File: config.mk
export PLATFORM = sky130hd
export DESIGN_NAME = slot_seq_mux
export DESIGN_NICKNAME = d
export VERILOG_FILES = /design/src/rtl/slotmux_pkg.sv /design/src/rtl/slot_counter.sv /design/src/rtl/slot_decoder.sv /design/src/rtl/slot_gate.sv /design/src/rtl/slot_seq_mux.sv
export SDC_FILE = /design/constraint.sdc
export NUM_CORES = 1
export LEC_CHECK = 0
export ABC_AREA = 1
export BUFFER_PORTS_ARGS = -buffer_cell sky130_fd_sc_hd__buf_2
export CORE_AREA = 2 2 39 41
export CTS_CLUSTER_SIZE = 10
export DETAILED_ROUTE_END_ITERATION = 8
export DIE_AREA = 0 0 41 43
export HOLD_SLACK_MARGIN = 0.08
export PLACE_DENSITY_LB_ADDON = 0.12
export SLEW_MARGIN = 20
export SYNTH_ARGS = -nofsm -noshare
export SYNTH_HDL_FRONTEND = slang
export SYNTH_HIERARCHICAL = 1
export SYNTH_SLANG_ARGS = --single-unit
File: constraint.sdc
create_clock -name clk -period 0.8 [get_ports clk]
set_clock_uncertainty 0.05 [all_clocks]
set_input_delay 0.04 -clock clk [delete_from_list [all_inputs] [get_ports clk]]
set_output_delay 0.04 -clock clk [all_outputs]
set_load 0.01 [all_outputs]
File: src/rtl/slotmux_pkg.sv
package slotmux_pkg;

  // Count value at which slot k opens: the last state of its stride.
  function automatic int slot_pos(input int k, input int stride);
    return stride * k + stride - 1;
  endfunction

endpackage

File: src/rtl/slot_counter.sv
module slot_counter #(
  parameter int CNT_W = 4
) (
  input  logic             clk,
  input  logic             rst,
  output logic [CNT_W-1:0] count
);

  logic [CNT_W-1:0] cnt_q;

  always_ff @(posedge clk) begin
    if (rst) begin
      cnt_q <= '0;
    end else begin
      cnt_q <= cnt_q + CNT_W'(1);
    end
  end

  assign count = cnt_q;

endmodule

File: src/rtl/slot_decoder.sv
module slot_decoder #(
  parameter int CNT_W  = 4,
  parameter int N_SLOT = 4
) (
  input  logic [CNT_W-1:0]  count,
  output logic [N_SLOT-1:0] hit
);

  localparam int STRIDE = (1 << CNT_W) / N_SLOT;

  for (genvar k = 0; k < N_SLOT; k++) begin : g_slot
    localparam logic [CNT_W-1:0] POS = CNT_W'(slotmux_pkg::slot_pos(k, STRIDE));
    // full-width compare: every counter bit takes part
    assign hit[k] = (count == POS);
  end

endmodule

File: src/rtl/slot_gate.sv
module slot_gate #(
  parameter int N_SLOT = 4
) (
  input  logic [N_SLOT-1:0] hit,
  input  logic [N_SLOT-1:0] data,
  output logic              y
);

  logic [N_SLOT-1:0] term;

  for (genvar k = 0; k < N_SLOT; k++) begin : g_and
    assign term[k] = hit[k] & data[k];
  end

  assign y = |term;

endmodule

File: src/rtl/slot_seq_mux.sv
module slot_seq_mux #(
  parameter int CNT_W  = 4,
  parameter int N_SLOT = 4
) (
  input  logic              clk,
  input  logic              rst,
  input  logic [N_SLOT-1:0] data_in,
  output logic              mux_out,
  output logic [CNT_W-1:0]  count_out,
  output logic [N_SLOT-1:0] slot_onehot
);

  logic [CNT_W-1:0]  cnt;
  logic [N_SLOT-1:0] hit;

  slot_counter #(.CNT_W(CNT_W)) u_cnt (
    .clk   (clk),
    .rst   (rst),
    .count (cnt)
  );

  slot_decoder #(.CNT_W(CNT_W), .N_SLOT(N_SLOT)) u_dec (
    .count (cnt),
    .hit   (hit)
  );

  slot_gate #(.N_SLOT(N_SLOT)) u_gate (
    .hit  (hit),
    .data (data_in),
    .y    (mux_out)
  );

  assign count_out   = cnt;
  assign slot_onehot = hit;

endmodule

==> results of run 1 <==
## cell usage after synthesis
library cell	number	share of area (%)
nand3_1	1	2.3
inv_1	7	12
ha_1	1	5.7
xnor2_1	1	4.0
dfxtp_1	4	37
nand2_1	14	24
nor2_1	9	15
## how the worst max path moves through the flow
stage | startpoint | slack [ns] | cells after the start | to
finish | u_cnt/count[2] | -0.38 | 8 | mux_out
global route | u_cnt/count[3] | -0.46 | 8 | mux_out
floorplan | u_cnt/count[2] | -0.11 | 7 | mux_out
global placement | u_cnt/count[3] | -0.16 | 8 | mux_out
CTS | u_cnt/count[3] | -0.39 | 8 | mux_out
detailed placement | u_cnt/count[3] | -0.16 | 8 | mux_out
## area by class of cell
cell class	instances	area [µm²]
Fill cell	144	817
Multi-Input combinational cell	26	221
Timing Repair Buffer	22	179
Sequential cell	4	95.1
Inverter	7	28.8
Clock buffer	3	22.5
Tap cell	16	20.0
## cell families after synthesis
| family | Yosys count | synth area share (%) |
|---|---|---|
| flops | 4 | 36.6 |
| fa+ha+maj | 1 | 5.71 |
| buf+inv | 7 | 12.0 |
| xor+xnor | 1 | 4.00 |
| simple gates | 24 | 41.7 |
## metal layers
metal / GRT usage [%] / up-vias / routed length [µm]
met2: 11.9 / 11 / 324
met1: 8.63 / 123 / 232
met5: 0 / - / 0
met3: 4.71 / 2 / 56
met4: 8.00 / 0 / 10
li1: - / 158 / -
## worst max-delay path: stages, from the launching register on
cell     delay, ns
dfxtp_4       0.35
inv_2         0.07
nand2_2       0.06
nor2_4        0.07
nand2_1       0.05
nand2_1       0.07
inv_2         0.04
nand2_2       0.05
buf_6         0.09
## what timing repair did
item                       4_1_cts  5_1_grt
hold endpoints to repair         4        0
setup endpoints to repair       12       13
hold buffers                     1        0
gates resized for setup          9       13
cloned                           0        0
buffers inserted                 3        1
pin swaps                        7        6
## power by group through the flow
stage	Clock [mW]	Sequential [mW]	Combinational, mW
4_1_cts	0.259	0.231	0.161
6_report	0.249	0.233	0.201
2_1_floorplan	0	0.240	0.0490
3_5_place_dp	0	0.233	0.104
5_1_grt	0.275	0.235	0.217
3_3_place_gp	0	0.234	0.104
==> flow_summary.json, run 1 <==
{
  "slew_violations": 0,
  "period_minus_slack_ns": 1.18,
  "reg2reg_to": "u_cnt/count[2]",
  "via_count": 294,
  "grt_remaining_overflow": 0,
  "setup_tns_ns": -2.95,
  "swShare_pct": 28.1,
  "seqPwrFrac_pct": 34.2,
  "routed_via_density": 3.77,
  "drtAntennaViolNets": 0,
  "hpwl_um": 429,
  "setup_viol": 13,
  "route.detailed.drc": 0,
  "critPathArrivalTime_ns": 1.09,
  "dp.cells": 70,
  "path_max_fanout": 4,
  "combPwrFrac_pct": 29.4,
  "max_freq_ghz": 0.850,
  "worstReg2RegStart": "u_cnt/count[0]",
  "num_antenna_cells": 0,
  "synth_cell_types": 7,
  "synth-seq-cells": 4,
  "crit_path_end_kind": "output port",
  "netlist_instances": 37,
  "htreeDepth": 1,
  "syn-num-nets": 44,
  "cts_made_buffers": 3,
  "crit_type": "flip-flop to output port",
  "num_rows": 14,
  "violations": "setup timing",
  "wl_per_cell_um": 8.00,
  "first_pass_iters": 1,
  "mostFrequentLayoutCells": "buf_2 (9), buf_6 (9), nand2_1 (7), nor2_4 (5), nand2_2 (5)",
  "slew_headroom_pct": 91.7,
  "seq_area_frac_synth_pct": 36.6,
  "stdcell_area_um2": 567,
  "intPower_mw": 0.491,
  "numClockSinks": 4,
  "min_delay_path_depth": 6,
  "cts-root-buf": "clkbuf_4",
  "die_w_um": 41,
  "power_density_nw_per_um2": 1200,
  "layout-drive-gt1-share_pct": 77.4,
  "rsz0062_at_grt": "yes",
  "hold_viol": 0,
  "clockBufferDepth": 2,
  "largest_reg_flops": 4,
  "grt_max_degree": 5,
  "min_path_type": "input port to output port",
  "stdcell_count": 78,
  "dpl_cell_area_um2": 399,
  "die_h_um": 43,
  "fin_ws_ns": -0.376,
  "antenna_found_initial": 0,
  "tritoncts": "built",
  "start_util_pct": 15.8,
  "gp_congestion": 0.630,
  "pin_count": 15,
  "power_leakage_nw": 0.250,
  "die_area_um2": 1760,
  "core_um2": 1380,
  "syn_area_per_cell_um2": 5.92,
  "synth_area_um2": 219,
  "fin_util_pct": 41.0,
  "first_iter_violations": 0,
  "timing.hold.ws_ns": 0.375,
  "vdd_drop_max_uv": 750,
  "power_switching_mw": 0.192,
  "hold_end": "mux_out",
  "clk_latency_ns": 0.24,
  "hold_path_startpoint": "data_in[2]",
  "power_frac_clock_pct": 36.4,
  "rr_worst_depth": 5,
  "required_ns": 0.71,
  "total_power_mw": 0.683,
  "port_buffers": 14,
  "status": "finished with violations",
  "grt_usage_pct": 8.62,
  "clkTransAtPathRegs_ns": 0.03,
  "regToRegSetupSlack_ns": -0.30,
  "tightestPinTransition_ns": 0.125,
  "first_global_vias": 267,
  "place_worst_setup_slack_ns": -0.162,
  "grt_pass1_wl_um": 952,
  "fin_nets": 71,
  "area_delta_synth_final_pct": 159,
  "routed_wl_um": 624,
  "worst_setup_path_start_kind": "flip-flop",
  "maxCapViolCount": 0,
  "ys_warn_count": 6,
  "fin_crit_sh_pct": 147
}
Note: power is estimated with default switching activity, not from simulation.
==> run 2: changes to the inputs <==
==> constraint.sdc (replaced) <==
create_clock -name clk -period 1.05 [get_ports clk]
set_clock_uncertainty 0.05 [all_clocks]
set_input_delay 0.0525 -clock clk [delete_from_list [all_inputs] [get_ports clk]]
set_output_delay 0.0525 -clock clk [all_outputs]
set_load 0.01 [all_outputs]
==> flow_summary.json, run 2 (synthesis gave the netlist of run 1 again) <==
{
  "status": "finished with violations",
  "violations": "setup timing",
  "htreeDepth": 1,
  "route.detailed.drc": 0,
  "port_buffers": 14,
  "vdd_drop_max_uv": 631,
  "worst_setup_path_start_kind": "flip-flop",
  "grt_usage_pct": 9.11,
  "num_antenna_cells": 0,
  "gp_congestion": 0.639,
  "grt_max_degree": 6,
  "grt_remaining_overflow": 0,
  "intPower_mw": 0.344,
  "clockBufferDepth": 2,
  "swShare_pct": 29.2,
  "place_worst_setup_slack_ns": 0.0236,
  "die_w_um": 41,
  "grt_pass1_wl_um": 966,
  "pin_count": 15,
  "rsz0062_at_grt": "yes",
  "regToRegSetupSlack_ns": 0.05,
  "power_density_nw_per_um2": 1050,
  "antenna_found_initial": 0,
  "hold_viol": 0,
  "power_leakage_nw": 0.222,
  "layout-drive-gt1-share_pct": 63.8,
  "wl_per_cell_um": 9.05,
  "hpwl_um": 422,
  "fin_util_pct": 33.5,
  "worstReg2RegStart": "u_cnt/count[1]",
  "largest_reg_flops": 4,
  "slew_violations": 0,
  "power_frac_clock_pct": 41.1,
  "first_iter_violations": 6,
  "layout_commonest_cell": "buf_2",
  "min_path_type": "input port to output port",
  "slew_headroom_pct": 92.8,
  "maxCapViolCount": 0,
  "crit_type": "flip-flop to output port",
  "numClockSinks": 4,
  "fin_crit_sh_pct": 115,
  "seqPwrFrac_pct": 36.8,
  "tightestPinTransition_ns": 0.108,
  "max_freq_ghz": 0.827,
  "required_ns": 0.95,
  "die_h_um": 43,
  "clkTransAtPathRegs_ns": 0.04,
  "tritoncts": "built",
  "hold_end": "mux_out",
  "reg2reg_to": "u_cnt/count[2]",
  "start_util_pct": 15.8,
  "combPwrFrac_pct": 22.1,
  "hold_path_startpoint": "data_in[2]",
  "routed_wl_um": 670,
  "core_um2": 1380,
  "cts_made_buffers": 3,
  "num_rows": 14,
  "power_switching_mw": 0.142,
  "path_max_fanout": 4,
  "critPathArrivalTime_ns": 1.11,
  "timing.hold.ws_ns": 0.400,
  "die_area_um2": 1760,
  "fin_nets": 67,
  "drtAntennaViolNets": 0,
  "first_global_vias": 236,
  "fin_ws_ns": -0.159,
  "rr_worst_depth": 4,
  "period_minus_slack_ns": 1.21,
  "first_pass_iters": 5,
  "total_power_mw": 0.486,
  "area_delta_synth_final_pct": 112,
  "min_delay_path_depth": 6,
  "setup_viol": 1,
  "crit_path_end_kind": "output port",
  "via_count": 292,
  "routed_via_density": 3.95,
  "clk_latency_ns": 0.24,
  "cts-root-buf": "clkbuf_4",
  "mostFrequentLayoutCells": "buf_2 (14), nand2_1 (9), inv_1 (5), nor2_1 (5)"
}
run 2: worst max path at each step:
stage                         startpoint  endpoint  slack, ns  cells after the start
after floorplan           u_cnt/count[2]   mux_out       0.01                      6
after global placement    u_cnt/count[1]   mux_out       0.03                      7
after detailed placement  u_cnt/count[1]   mux_out       0.02                      7
after CTS                 u_cnt/count[3]   mux_out      -0.16                      8
after global routing      u_cnt/count[3]   mux_out      -0.24                      8
final                     u_cnt/count[0]   mux_out      -0.16                      7
run 2: routing by layer:
layer | wire length (µm) | track usage (%) | part of all wire, %
met1 | 258 | 9.24 | 39
met3 | 50 | 9.42 | 7.5
met4 | 8 | 4.00 | 1.2
met2 | 353 | 11.9 | 53
met5 | 0 | 0 | 0
run 2: final cells by class:
type | count | area, µm²
clock buffer | 3 | 22.5
fill | 157 | 920
inverter | 7 | 31.3
multi-input combinational | 26 | 189
sequential | 4 | 95.1
tap | 16 | 20.0
timing repair buffer | 18 | 106
run 2: what timing repair did:
action | CTS | global route
resized for setup | 18 | 7
gates cloned | 0 | 0
hold endpoints to repair | 4 | 0
pin swaps | 8 | 1
setup buffers | 2 | 0
hold buffers | 1 | 0
endpoints found under the setup margin | 5 | 7
run 2: stage by stage:
stage / instances / instance area, µm² / setup TNS, ns
2_1_floorplan: 37 / 233 / 0
6_report: 74 / 464 / -0.159
3_5_place_dp: 68 / 330 / 0
3_3_place_gp: 68 / 330 / 0
5_1_grt: 74 / 464 / -0.359
4_1_cts: 74 / 433 / -0.160
run 2: critical path, stage by stage (launching register included):
cell and delay, ns:
dfxtp_4 0.37, nand2_8 0.08, nor2_4 0.11, nand2_1 0.05
nand2_1 0.05, inv_1 0.03, nand2_1 0.05, buf_2 0.12
run 2: power groups by stage:
stage | Sequential [mW] | Clock [mW] | Combinational [mW]
after detailed placement | 0.178 | 0 | 0.0645
after floorplan | 0.182 | 0 | 0.0283
after CTS | 0.176 | 0.204 | 0.0925
after global routing | 0.179 | 0.224 | 0.118
after global placement | 0.178 | 0 | 0.0648
final | 0.179 | 0.200 | 0.107
